File: src/rtl/cgr_pkg.sv
package cgr_pkg;
  localparam int ADDR_W = 16;
  localparam int BANK_W = 3;
  localparam int CMD_W  = 3;
  localparam int NCS    = 2;
  localparam int NCKE   = 2;
  localparam int NODT   = 2;
  localparam int NSIDE  = 2;
endpackage

File: src/rtl/cgr_sel_decode.sv
module cgr_sel_decode #(
  parameter int NCS = 2
) (
  input  logic [NCS-1:0] cs_n,
  output logic           any_sel
);
  // a rank is addressed when any active-low select is low
  always_comb any_sel = ~(&cs_n);
endmodule

File: src/rtl/cgr_dup_reg.sv
module cgr_dup_reg #(
  parameter int W     = 8,
  parameter int NSIDE = 2
) (
  input  logic                      clk,
  input  logic                      rst,
  input  logic                      en,
  input  logic [W-1:0]              d,
  output logic [NSIDE-1:0][W-1:0]   q
);
  // one independent flop bank per output side
  for (genvar s = 0; s < NSIDE; s++) begin : g_side
    always_ff @(posedge clk) begin
      if (rst)     q[s] <= '0;
      else if (en) q[s] <= d;
    end
  end
endmodule

File: src/rtl/cmd_gate_reg.sv
module cmd_gate_reg
  import cgr_pkg::*;
#(
  parameter int AW  = ADDR_W,
  parameter int BW  = BANK_W,
  parameter int CW  = CMD_W,
  parameter int NC  = NCS,
  parameter int NK  = NCKE,
  parameter int NO  = NODT
) (
  input  logic          clk,
  input  logic          rst,
  input  logic [AW-1:0] addr_i,
  input  logic [BW-1:0] bank_i,
  input  logic [CW-1:0] cmd_i,
  input  logic [NC-1:0] cs_n_i,
  input  logic [NK-1:0] cke_i,
  input  logic [NO-1:0] odt_i,
  output logic [AW-1:0] a_addr_o,
  output logic [AW-1:0] b_addr_o,
  output logic [BW-1:0] a_bank_o,
  output logic [BW-1:0] b_bank_o,
  output logic [CW-1:0] a_cmd_o,
  output logic [CW-1:0] b_cmd_o,
  output logic [NC-1:0] a_cs_n_o,
  output logic [NC-1:0] b_cs_n_o,
  output logic [NK-1:0] a_cke_o,
  output logic [NK-1:0] b_cke_o,
  output logic [NO-1:0] a_odt_o,
  output logic [NO-1:0] b_odt_o
);
  localparam int GW = AW + BW + CW;
  localparam int UW = NC + NK + NO;

  logic                         sel;
  logic [GW-1:0]                g_d;
  logic [UW-1:0]                u_d;
  logic [NSIDE-1:0][GW-1:0]     g_q;
  logic [NSIDE-1:0][UW-1:0]     u_q;

  assign g_d = {addr_i, bank_i, cmd_i};
  assign u_d = {cs_n_i, cke_i, odt_i};

  cgr_sel_decode #(.NCS(NC)) u_dec (.cs_n(cs_n_i), .any_sel(sel));

  cgr_dup_reg #(.W(GW), .NSIDE(NSIDE)) u_gated (
    .clk(clk), .rst(rst), .en(sel), .d(g_d), .q(g_q));

  cgr_dup_reg #(.W(UW), .NSIDE(NSIDE)) u_free (
    .clk(clk), .rst(rst), .en(1'b1), .d(u_d), .q(u_q));

  assign {a_addr_o, a_bank_o, a_cmd_o} = g_q[0];
  assign {b_addr_o, b_bank_o, b_cmd_o} = g_q[1];
  assign {a_cs_n_o, a_cke_o, a_odt_o}  = u_q[0];
  assign {b_cs_n_o, b_cke_o, b_odt_o}  = u_q[1];

  AST_GATED_LOAD: assert property (@(posedge clk) disable iff (rst)
    !(&cs_n_i) |=> {a_addr_o, a_bank_o, a_cmd_o} == $past({addr_i, bank_i, cmd_i}));
  AST_GATED_HOLD: assert property (@(posedge clk) disable iff (rst)
    (&cs_n_i) |=> $stable({a_addr_o, a_bank_o, a_cmd_o}));
  AST_CS_PASS: assert property (@(posedge clk) disable iff (rst)
    1'b1 |=> a_cs_n_o == $past(cs_n_i));
  AST_CKE_ODT_PASS: assert property (@(posedge clk) disable iff (rst)
    1'b1 |=> {a_cke_o, a_odt_o} == $past({cke_i, odt_i}));
  AST_SIDES_MATCH: assert property (@(posedge clk) disable iff (rst)
    {a_addr_o, a_bank_o, a_cmd_o, a_cs_n_o, a_cke_o, a_odt_o} ==
    {b_addr_o, b_bank_o, b_cmd_o, b_cs_n_o, b_cke_o, b_odt_o});
  AST_RESET_CLEAR: assert property (@(posedge clk)
    rst |=> (g_q == '0) && (u_q == '0));
endmodule

File: config.mk
export PLATFORM = sky130hd
export DESIGN_NAME = cmd_gate_reg
export DESIGN_NICKNAME = d
export VERILOG_FILES = /design/src/rtl/cgr_pkg.sv /design/src/rtl/cgr_sel_decode.sv /design/src/rtl/cgr_dup_reg.sv /design/src/rtl/cmd_gate_reg.sv
export SDC_FILE = /design/constraint.sdc
export NUM_CORES = 1
export LEC_CHECK = 0
export BUFFER_PORTS_ARGS = -buffer_cell sky130_fd_sc_hd__buf_2
export CORE_MARGIN = 5
export CORE_UTILIZATION = 38
export CTS_CLUSTER_DIAMETER = 120
export CTS_CLUSTER_SIZE = 14
export DETAILED_ROUTE_END_ITERATION = 12
export PLACE_DENSITY = 0.75
export REMOVE_ABC_BUFFERS = 1
export SLEW_MARGIN = 20
export SYNTH_ARGS = -nofsm -noshare
export SYNTH_HDL_FRONTEND = slang
export SYNTH_SLANG_ARGS = --single-unit
File: constraint.sdc
create_clock -name clk -period 0.8 [get_ports clk]
set_clock_uncertainty 0.05 [all_clocks]
set_input_delay 0.16 -clock clk [delete_from_list [all_inputs] [get_ports clk]]
set_output_delay 0.16 -clock clk [all_outputs]
set_load 0.1 [all_outputs]
### Word level (Yosys, flattened, before mapping)

Index checks and enable logic that the tools add are counted.

* register bits after elaboration: 28
* bits of input ports: 30
* output and inout port bits: 56

* reduce and logical (&&, ||, !) cells: 1

Operators by type and width (number)
* 2-bit AND reduction: 1

### Depth between registers and ports, before layout

Gate-level depths: netlist of run 1.

* depth after elaboration: 1
* gate-level depth with buffers: 4

### Cells and area by module

Synthesis of run 1 repeated with hierarchy kept, for this count alone.

* cells, all modules: 120
* area, all modules: 1233.7 um^2

Modules (own cells, without submodules)
* cgr_dup_reg at u_gated: times used 1, cells each 93, area each 967.2 um^2, seq. area each 440.4 um^2
* cgr_dup_reg at u_free: times used 1, cells each 25, area each 259.0 um^2, seq. area each 120.1 um^2
* cgr_sel_decode: times used 1, cells each 1, area each 3.8 um^2, seq. area each 0.0 um^2
* cmd_gate_reg: times used 1, cells each 1, area each 3.8 um^2, seq. area each 0.0 um^2

### Least setup slack after synthesis of run 1

OpenSTA, ideal clock, no wires.

* kind: reg-to-output
* start: register u_gated.q[28] (netlist bit)
* end: output port b_addr_o[0]
* data arrival time: 1.373 ns
* required time: 0.590 ns
* slack: -0.783 ns
* cell stages (with the launch flop): 2
* path buffers: 1
* cell sequence: dfxtp_1 -> buf_4

RTL lines
* start, declared: line cgr_dup_reg.sv:9 `output logic [NSIDE-1:0][W-1:0] q`
* start signal, assigned by index: line cgr_dup_reg.sv:14 `if (rst) q[s] <= '0;`
* start signal, assigned by index: line cgr_dup_reg.sv:15 `else if (en) q[s] <= d;`
* end, declared: line cmd_gate_reg.sv:20 `output logic [AW-1:0] b_addr_o,`

No word-level cell between the ends.

### Final worst setup path of run 1

* start: register u_gated.q[32] (netlist bit)
* end: output port b_addr_o[4]

No word-level cell between the ends.

==> results of run 1 <==
power breakdown:
part	switching, mW	internal, mW	leakage (nW)
logic	1.54	0.859	0.885
clock network	0.498	0.672	0.0357
registers	0.170	1.45	0.250
total	2.21	2.98	1.17
cell type report:
cell class | count | area (um^2) | share of cell area, %
Sequential cell | 28 | 666 | 23.8
Clock buffer | 3 | 41.3 | 1.48
Tap cell | 48 | 60.1 | 2.15
Timing Repair Buffer | 96 | 1410 | 50.3
Clock inverter | 1 | 30.0 | 1.07
Multi-Input combinational cell | 72 | 593 | 21.2
synth_stat cells:
master / n
a21bo_1: 17
a21bo_2: 5
a21oi_1: 5
a21oi_2: 17
buf_2: 5
buf_4: 31
buf_6: 5
dfxtp_1: 28
nand3_1: 22
nor2b_1: 6
per-layer routing:
metal	vias up	global-route usage, %	share of wire, %
li1	570	-	-
met3	7	7.39	9.1
met4	0	4.38	1.1
met5	-	0	0
met2	69	33.9	50
met1	624	24.3	40
flip-flops by register name, summed over array words and instances (netlist names):
name       count
u_gated.q     22
u_free.q       6
repair_timing:
| item | in CTS | in global routing |
|---|---|---|
| gates resized for setup | 58 | 10 |
| endpoints found under the setup margin | 78 | 64 |
| setup buffers | 2 | 2 |
| pin swaps | 1 | 5 |
stage by stage:
step	std cells	worst slack, ns	total power [mW]
2_1_floorplan	100	-1.27	2.95
3_3_place_gp	240	-0.102	3.94
3_5_place_dp	240	-0.157	3.99
4_1_cts	246	-0.283	5.13
5_1_grt	248	-0.312	5.30
6_report	248	-0.294	5.19
logic make-up after synthesis:
kind of cell	Yosys count	share of synthesized area, %
buf+inv	41	22.2
flops	28	39.6
compound gates	44	27.8
simple gates	28	10.4
layout by cell type, fill, tap and decap left out:
| master | Yosys | routed |
|---|---|---|
| buf_12 | 0 | 60 |
| buf_2 | 5 | 29 |
| dfxtp_4 | 0 | 28 |
| a21oi_2 | 17 | 20 |
| a21bo_1 | 17 | 17 |
| nand3_1 | 22 | 17 |
| nor2b_1 | 6 | 6 |
| a21bo_2 | 5 | 5 |
| buf_4 | 31 | 5 |
| nand3_2 | 0 | 3 |
| clkbuf_8 | 0 | 3 |
| nand3_4 | 0 | 2 |
| a21oi_1 | 5 | 2 |
| buf_6 | 5 | 2 |
| bufinv_16 | 0 | 1 |
worst max-delay path by stage:
stage                                     from                         end  slack (ns)  cells after the start
floorplan           u_gated.q[26]$_SDFFE_PP0N_  u_gated.q[26]$_SDFFE_PP0N_       -1.27                      2
global placement                     cs_n_i[0]  u_gated.q[43]$_SDFFE_PP0N_       -0.10                      4
detailed placement                   cs_n_i[0]  u_gated.q[32]$_SDFFE_PP0N_       -0.16                      4
CTS                 u_gated.q[38]$_SDFFE_PP0N_                b_addr_o[10]       -0.28                      1
global route        u_gated.q[42]$_SDFFE_PP0N_                b_addr_o[14]       -0.31                      1
finish              u_gated.q[32]$_SDFFE_PP0N_                 b_addr_o[4]       -0.29                      1
==> results.json, run 1 <==
{
  "synth_area_leaders": "dfxtp_1, buf_4, a21bo_1",
  "fp.dieW_um": 71.1,
  "netlist_area_um2": 1420,
  "numCtsBuffers": 3,
  "fillers": 193,
  "via_count": 1270,
  "clockRootBuffer": "clkbuf_8",
  "tritoncts": "done",
  "dpl.hpwl_um": 3600,
  "post_synth.cell_area_avg_um2": 10.0,
  "grt_first_pass_wirelength_um": 7720,
  "synthCells": 141,
  "cp_slowest_cell": "dfxtp_4",
  "start_util_pct": 39.0,
  "design_area_um2": 2800,
  "overflow": 0,
  "start_kind": "flip-flop",
  "synth.largest_area_cell": "dfxtp_1",
  "synth_seq_area_share_pct": 39.6,
  "io_pins": 86,
  "holdWs_ns": 0.0581,
  "viasPerCell": 5.12,
  "path_buf_inv": 1,
  "violations": "negative setup slack",
  "globalplace.congestion": 0.719,
  "final_util_pct": 77.0,
  "ys_ff_latch": 28,
  "antenna_cells": 0,
  "ys_warn_count": 0,
  "setup-tns-final_ns": -15.57,
  "wirelength_um": 5630,
  "synth_top_area_share_pct": 39.6,
  "min_path_cells": 2,
  "grt_pass1_vias": 1290,
  "fp.coreArea_um2": 3630,
  "gr-usage-all-layers_pct": 20.0,
  "hold_viol": 0,
  "rsz0062_at_grt": "yes",
  "critical_path.top_delay_family": "flip-flops",
  "fp-row-count": 22,
  "clockBufferDepth": 2,
  "worstRegToRegCells": 3,
  "fin_ws_ns": -0.294,
  "slowest_delay_ns": 0.41,
  "slew_violations": 0,
  "die_h_um": 71.1,
  "rrSetupSlack_ns": -0.07,
  "cap_violations": 0,
  "synth.distinct_cells": 10,
  "drive_gt1_share_pct": 79.0,
  "outcome": "finished, violations left",
  "area_growth_pct": 97.4,
  "worst_pin_slew_ns": 0.234,
  "ir_drop_mv": 1.01,
  "dpl_cell_area_um2": 2530,
  "worstPathArrival_ns": 0.88,
  "die_area_um2": 5050,
  "final_nets": 231,
  "fin_crit_sh_pct": 137,
  "cts.sinks": 28,
  "fmax_ghz": 0.914,
  "path_cells": "buf_12",
  "cts_hold_buf": 0,
  "p_leak_nw": 1.17,
  "drtAntennaViolNets": 0,
  "clock_latency_ns": 0.28,
  "critPathKind": "reg -> out",
  "finalCriticalPeriod_ns": 1.09,
  "numPortBuffers": 85,
  "worstReg2RegStart": "u_gated.q[23]$_SDFFE_PP0N_",
  "drt_iter0_markers": 91,
  "grt_max_degree": 28,
  "timing.rr.end": "u_gated.q[23]$_SDFFE_PP0N_",
  "hold_path_class": "in -> reg",
  "drt-wirelength-per-cell_um": 22.7,
  "clk_pin_slew_worst_paths_ns": 0.10,
  "crit_path_end_kind": "output pin",
  "relSlewSlack_pct": 84.4,
  "drc_errors": 0,
  "required_ns": 0.59,
  "setup_viol": 62,
  "min_from": "odt_i[0]",
  "cts-htree-levels": 1,
  "first_pass_iters": 4,
  "crit_path_max_fanout": 3,
  "min_to": "u_free.q[6]$_SDFF_PP0_",
  "grt_antenna_before_repair": 0,
  "power_density_nw_per_um2": 1850
}
No activity file was read; power rests on OpenSTA's default activity.
==> run 2: changes to the inputs <==
--- a/config.mk
+++ b/config.mk
@@ -7,7 +7,7 @@
 export LEC_CHECK = 0
 export BUFFER_PORTS_ARGS = -buffer_cell sky130_fd_sc_hd__buf_2
 export CORE_MARGIN = 5
-export CORE_UTILIZATION = 38
+export CORE_UTILIZATION = 40
 export CTS_CLUSTER_DIAMETER = 120
 export CTS_CLUSTER_SIZE = 14
 export DETAILED_ROUTE_END_ITERATION = 12
==> constraint.sdc (replaced) <==
create_clock -name clk -period 1.34 [get_ports clk]
set_clock_uncertainty 0.05 [all_clocks]
set_input_delay 0.268 -clock clk [delete_from_list [all_inputs] [get_ports clk]]
set_output_delay 0.268 -clock clk [all_outputs]
set_load 0.1 [all_outputs]
==> results.json, run 2 (synthesized netlist as in run 1, its figures left out) <==
{
  "use_met3_pct": 6.52,
  "cp.depth": 1,
  "min_from": "cke_i[0]",
  "clockBufferDepth": 2,
  "rrSetupSlack_ns": 0.48,
  "tritoncts": "done",
  "via_count": 1213,
  "slowest_delay_ns": 0.45,
  "fin_crit_sh_pct": 97.6,
  "cp_slowest_cell": "dfxtp_1",
  "hold_viol": 0,
  "final_common_cell": "buf_12",
  "path_buf_inv": 1,
  "multi_input_area_um2": 542,
  "timing.rr.end": "u_gated.q[37]$_SDFFE_PP0N_",
  "drc_errors": 0,
  "dpl_cell_area_um2": 2490,
  "fp-row-count": 21,
  "finalPower_mw": 2.80,
  "cts_hold_buf": 0,
  "post_cts_buffers": 0,
  "largest_reg_flops": 22,
  "drt-wirelength-per-cell_um": 19.7,
  "final_nets": 223,
  "p_leak_nw": 1.10,
  "power_density_nw_per_um2": 1100,
  "fp.coreArea_um2": 3390,
  "clock_latency_ns": 0.34,
  "grt_first_pass_wirelength_um": 7310,
  "drtAntennaViolNets": 0,
  "gr-max-usage-layer": "met2",
  "antenna_cells": 0,
  "min_to": "u_free.q[8]$_SDFF_PP0_",
  "cts-htree-levels": 1,
  "die_area_um2": 4830,
  "design_area_um2": 2560,
  "drt_iter0_markers": 63,
  "dpl.hpwl_um": 3440,
  "crit_path_max_fanout": 2,
  "overflow": 0,
  "drive_gt1_share_pct": 73.4,
  "worst_pin_slew_ns": 0.202,
  "outcome": "finished, final reports clean",
  "gr-usage-all-layers_pct": 19.5,
  "globalRouteMet2Util_pct": 33.1,
  "mostFrequentLayoutCells": "buf_12, buf_2, dfxtp_2",
  "clk_pin_slew_worst_paths_ns": 0.16,
  "cts.sinks": 28,
  "dp_cells": 234,
  "critPathKind": "reg -> out",
  "first_pass_iters": 4,
  "grt_antenna_before_repair": 0,
  "start_kind": "flip-flop",
  "fp.dieW_um": 69.5,
  "seqCellArea_um2": 594,
  "numCtsBuffers": 3,
  "final_util_pct": 75.4,
  "slew_violations": 0,
  "cts_resized": 21,
  "fin_cells": 238,
  "cap_violations": 0,
  "min_path_cells": 2,
  "worstRegToRegCells": 2,
  "viasPerCell": 5.10,
  "clockRootBuffer": "clkbuf_4",
  "crit_path_start": "u_free.q[7]$_SDFF_PP0_",
  "grt_pass1_vias": 1210,
  "wirelength_um": 4690,
  "required_ns": 1.02,
  "die_h_um": 69.5,
  "finalCriticalPeriod_ns": 1.31,
  "critical_path.top_delay_family": "flip-flops",
  "grtUsageMet1_pct": 22.9,
  "globalplace.congestion": 0.732,
  "io_pins": 86,
  "crit_path_end_kind": "output pin",
  "worstPathArrival_ns": 0.99,
  "fmax_ghz": 0.764,
  "relSlewSlack_pct": 86.5,
  "path_cells": "buf_12",
  "hold_path_class": "in -> reg",
  "setup_viol": 0,
  "fillers": 194,
  "largest_registers": "u_gated.q (22), u_free.q (6)",
  "worstReg2RegStart": "u_gated.q[37]$_SDFFE_PP0N_",
  "numPortBuffers": 85,
  "largest-register": "u_gated.q",
  "ir_drop_mv": 0.587,
  "area_growth_pct": 80.5,
  "rsz0062_at_grt": "no",
  "start_util_pct": 41.8,
  "grt_max_degree": 46
}
-- run 2: worst max-delay path by stage --
stage                                      end  slack (ns)
floorplan           u_gated.q[26]$_SDFFE_PP0N_       -0.73
global placement    u_gated.q[43]$_SDFFE_PP0N_        0.33
detailed placement  u_gated.q[22]$_SDFFE_PP0N_        0.24
CTS                                b_addr_o[3]       0.003
global route                        a_odt_o[1]       0.004
finish                              b_odt_o[1]        0.03
-- run 2: layer usage --
metal / wire, um / vias up
met4: 119 / 0
met3: 397 / 14
met2: 2270 / 79
li1: - / 550
met1: 1900 / 570
met5: 0 / -
-- run 2: final cells by class --
cell class | count | share of cell area, %
Multi-Input combinational cell | 72 | 21.2
Sequential cell | 28 | 23.3
Tap cell | 46 | 2.25
Timing Repair Buffer | 88 | 51.9
Clock buffer | 4 | 1.42
-- run 2: stage by stage --
step	TNS [ns]	hold WS, ns	worst slack, ns
2_1_floorplan	-46.26	0.280	-0.734
3_3_place_gp	0	0.427	0.328
3_5_place_dp	0	0.454	0.236
4_1_cts	0	0.0938	0.00324
5_1_grt	0	0.0866	0.00430
6_report	0	0.0876	0.0319
-- run 2: where the power goes --
group | switching, mW | leakage, nW | internal [mW]
combinational | 0.892 | 0.835 | 0.485
sequential | 0.0945 | 0.241 | 0.894
clock | 0.271 | 0.0210 | 0.167
total | 1.26 | 1.10 | 1.55
==> run 3: changes to the inputs <==
--- a/config.mk
+++ b/config.mk
@@ -5,15 +5,18 @@
 export SDC_FILE = /design/constraint.sdc
 export NUM_CORES = 1
 export LEC_CHECK = 0
+export ABC_CLOCK_PERIOD_IN_PS = 1340
 export BUFFER_PORTS_ARGS = -buffer_cell sky130_fd_sc_hd__buf_2
+export CORE_ASPECT_RATIO = 1.75
 export CORE_MARGIN = 5
 export CORE_UTILIZATION = 40
 export CTS_CLUSTER_DIAMETER = 120
 export CTS_CLUSTER_SIZE = 14
 export DETAILED_ROUTE_END_ITERATION = 12
-export PLACE_DENSITY = 0.75
+export PLACE_DENSITY = 0.78
 export REMOVE_ABC_BUFFERS = 1
 export SLEW_MARGIN = 20
 export SYNTH_ARGS = -nofsm -noshare
 export SYNTH_HDL_FRONTEND = slang
+export SYNTH_HIERARCHICAL = 1
 export SYNTH_SLANG_ARGS = --single-unit
==> results.json, run 3 <==
{
  "outcome": "finished, final reports clean",
  "drtAntennaViolNets": 0,
  "fp.dieW_um": 52.0,
  "setup-tns-final_ns": 0,
  "power_density_nw_per_um2": 1220,
  "synth.largest_area_cell": "dfxtp_1",
  "required_ns": 1.02,
  "intPower_mw": 1.62,
  "clk_pin_slew_worst_paths_ns": 0.09,
  "via_count": 976,
  "clockPowerShare_pct": 17.7,
  "power_frac_comb_pct": 47.8,
  "clock_latency_ns": 0.26,
  "ys_async_sr_fraction_pct": 0,
  "synth_top_area_share_pct": 45.4,
  "drive_gt1_share_pct": 51.1,
  "slowest_delay_ns": 0.48,
  "overflow": 0,
  "numPortBuffers": 85,
  "area_growth_pct": 90.3,
  "ys_ff_latch": 28,
  "netSwitchingPower_mw": 1.24,
  "finalCriticalPeriod_ns": 1.29,
  "mostFrequentLayoutCells": "buf_12, buf_2, mux2i_1, nor2_1, dfxtp_1",
  "critical_path.top_delay_family": "flip-flops",
  "largest_reg_flops": 22,
  "first_pass_iters": 4,
  "final_nets": 207,
  "drt_iter0_markers": 7,
  "synth_seq_area_share_pct": 45.4,
  "netlist_area_um2": 1230,
  "gr-usage-all-layers_pct": 17.1,
  "ys_warn_count": 6,
  "hold_path_class": "in -> reg",
  "largest-register": "u_gated/q",
  "cts-htree-levels": 1,
  "grt_pass1_vias": 1050,
  "ir_drop_mv": 1.03,
  "io_pins": 86,
  "cap_violations": 0,
  "viasPerCell": 4.48,
  "cts.sinks": 28,
  "die_h_um": 83.5,
  "critPathKind": "reg -> out",
  "finalPower_mw": 2.85,
  "synth_edf_count": 0,
  "synth_ff_type": "dfxtp_1",
  "final_common_cell": "buf_12",
  "worstPathArrival_ns": 0.97,
  "antenna_cells": 0,
  "grt_first_pass_wirelength_um": 5530,
  "cp_slowest_cell": "dfxtp_1",
  "start_kind": "flip-flop",
  "post_cts_buffers": 0,
  "tritoncts": "done",
  "path_buf_inv": 1,
  "crit_path_max_fanout": 3,
  "fin_crit_sh_pct": 96.4,
  "path_cells": "buf_12",
  "slew_violations": 0,
  "cts_resized": 0,
  "post_synth.cell_area_avg_um2": 10.3,
  "dpl.hpwl_um": 3100,
  "rsz0062_at_grt": "no",
  "hold_viol": 0,
  "clockBufferDepth": 2,
  "cts_hold_buf": 0,
  "fmax_ghz": 0.774,
  "numCtsBuffers": 3,
  "start_util_pct": 41.7,
  "grt_antenna_before_repair": 0,
  "wirelength_um": 3650,
  "ys_top_cells_by_count": "buf_4, dfxtp_1, mux2i_1, nor2_1",
  "die_area_um2": 4340,
  "largest_registers": "u_gated/q (22), u_free/q (6)",
  "synthCells": 120,
  "globalplace.congestion": 0.731,
  "crit_path_end_kind": "output pin",
  "drt-wirelength-per-cell_um": 16.8,
  "synth.distinct_cells": 9,
  "grt_max_degree": 29,
  "setup_viol": 0,
  "p_leak_nw": 1.14,
  "clockRootBuffer": "clkbuf_8",
  "fp.coreArea_um2": 2960,
  "switching_share_pct": 43.4,
  "synth_area_leaders": "dfxtp_1, mux2i_1, buf_4",
  "fp-row-count": 26,
  "drc_errors": 0,
  "p_seq_share_pct": 34.6
}
==> run 3: worst paths after layout <==
check / depth (start not counted) / slack [ns] / start / to
worst max-delay path: 1 / 0.05 / u_gated/q[23]$_SDFFE_PP0P_ / b_cmd_o[1]
worst min-delay path: 3 / 0.18 / addr_i[7] / u_gated/q[35]$_SDFFE_PP0P_
worst max register to register: 2 / 0.51 / u_gated/q[23]$_SDFFE_PP0P_ / u_gated/q[23]$_SDFFE_PP0P_
worst min register to register: 2 / 0.55 / u_gated/q[43]$_SDFFE_PP0P_ / u_gated/q[43]$_SDFFE_PP0P_
==> run 3: per-stage QoR <==
step	instance area, um^2	hold WS, ns	cells	worst slack (ns)	utilization (%)
after CTS	2350	0.174	218	0.0402	79.3
after global placement	2290	0.452	214	0.227	77.4
final	2350	0.182	218	0.0486	79.3
after detailed placement	2290	0.462	214	0.143	77.4
after global routing	2350	0.175	218	0.0121	79.3
after floorplan	953	0.290	86	-0.639	-
==> run 3: cell type report <==
| cell class | instances | area (um^2) |
|---|---|---|
| timing repair buffer | 86 | 1290 |
| sequential | 28 | 561 |
| multi-input combinational | 58 | 393 |
| tap | 42 | 52.6 |
| fill | 165 | 613 |
| clock buffer | 4 | 55.1 |
==> run 3: cells by family after synthesis <==
family | share of synthesized area [%]
flip-flops | 45.4
buffers and inverters | 22.7
AND/OR/NAND/NOR | 8.82
multiplexers | 22.7
other | 0.304
==> run 3: routing by layer <==
metal	share of wire [%]	routed length, um	track usage (%)	vias up
met5	0	0	0	-
met3	4.4	160	2.15	2
met4	1.1	40	7.88	0
met2	65	2370	35.2	40
li1	-	-	-	469
met1	30	1080	14.7	465
==> run 3: worst reg2reg max path, cell delays in order, from the launching register on <==
cell,delay [ns]
dfxtp_1,0.48
mux2i_1,0.15
nor2_1,0.10
==> run 3: power groups by stage <==
stage | clock network, mW | logic, mW | registers (mW)
6_report | 0.505 | 1.36 | 0.987
5_1_grt | 0.555 | 1.39 | 0.996
4_1_cts | 0.530 | 1.37 | 0.988
3_5_place_dp | 0 | 1.37 | 1.01
3_3_place_gp | 0 | 1.35 | 1.00
2_1_floorplan | 0 | 0.0908 | 1.71
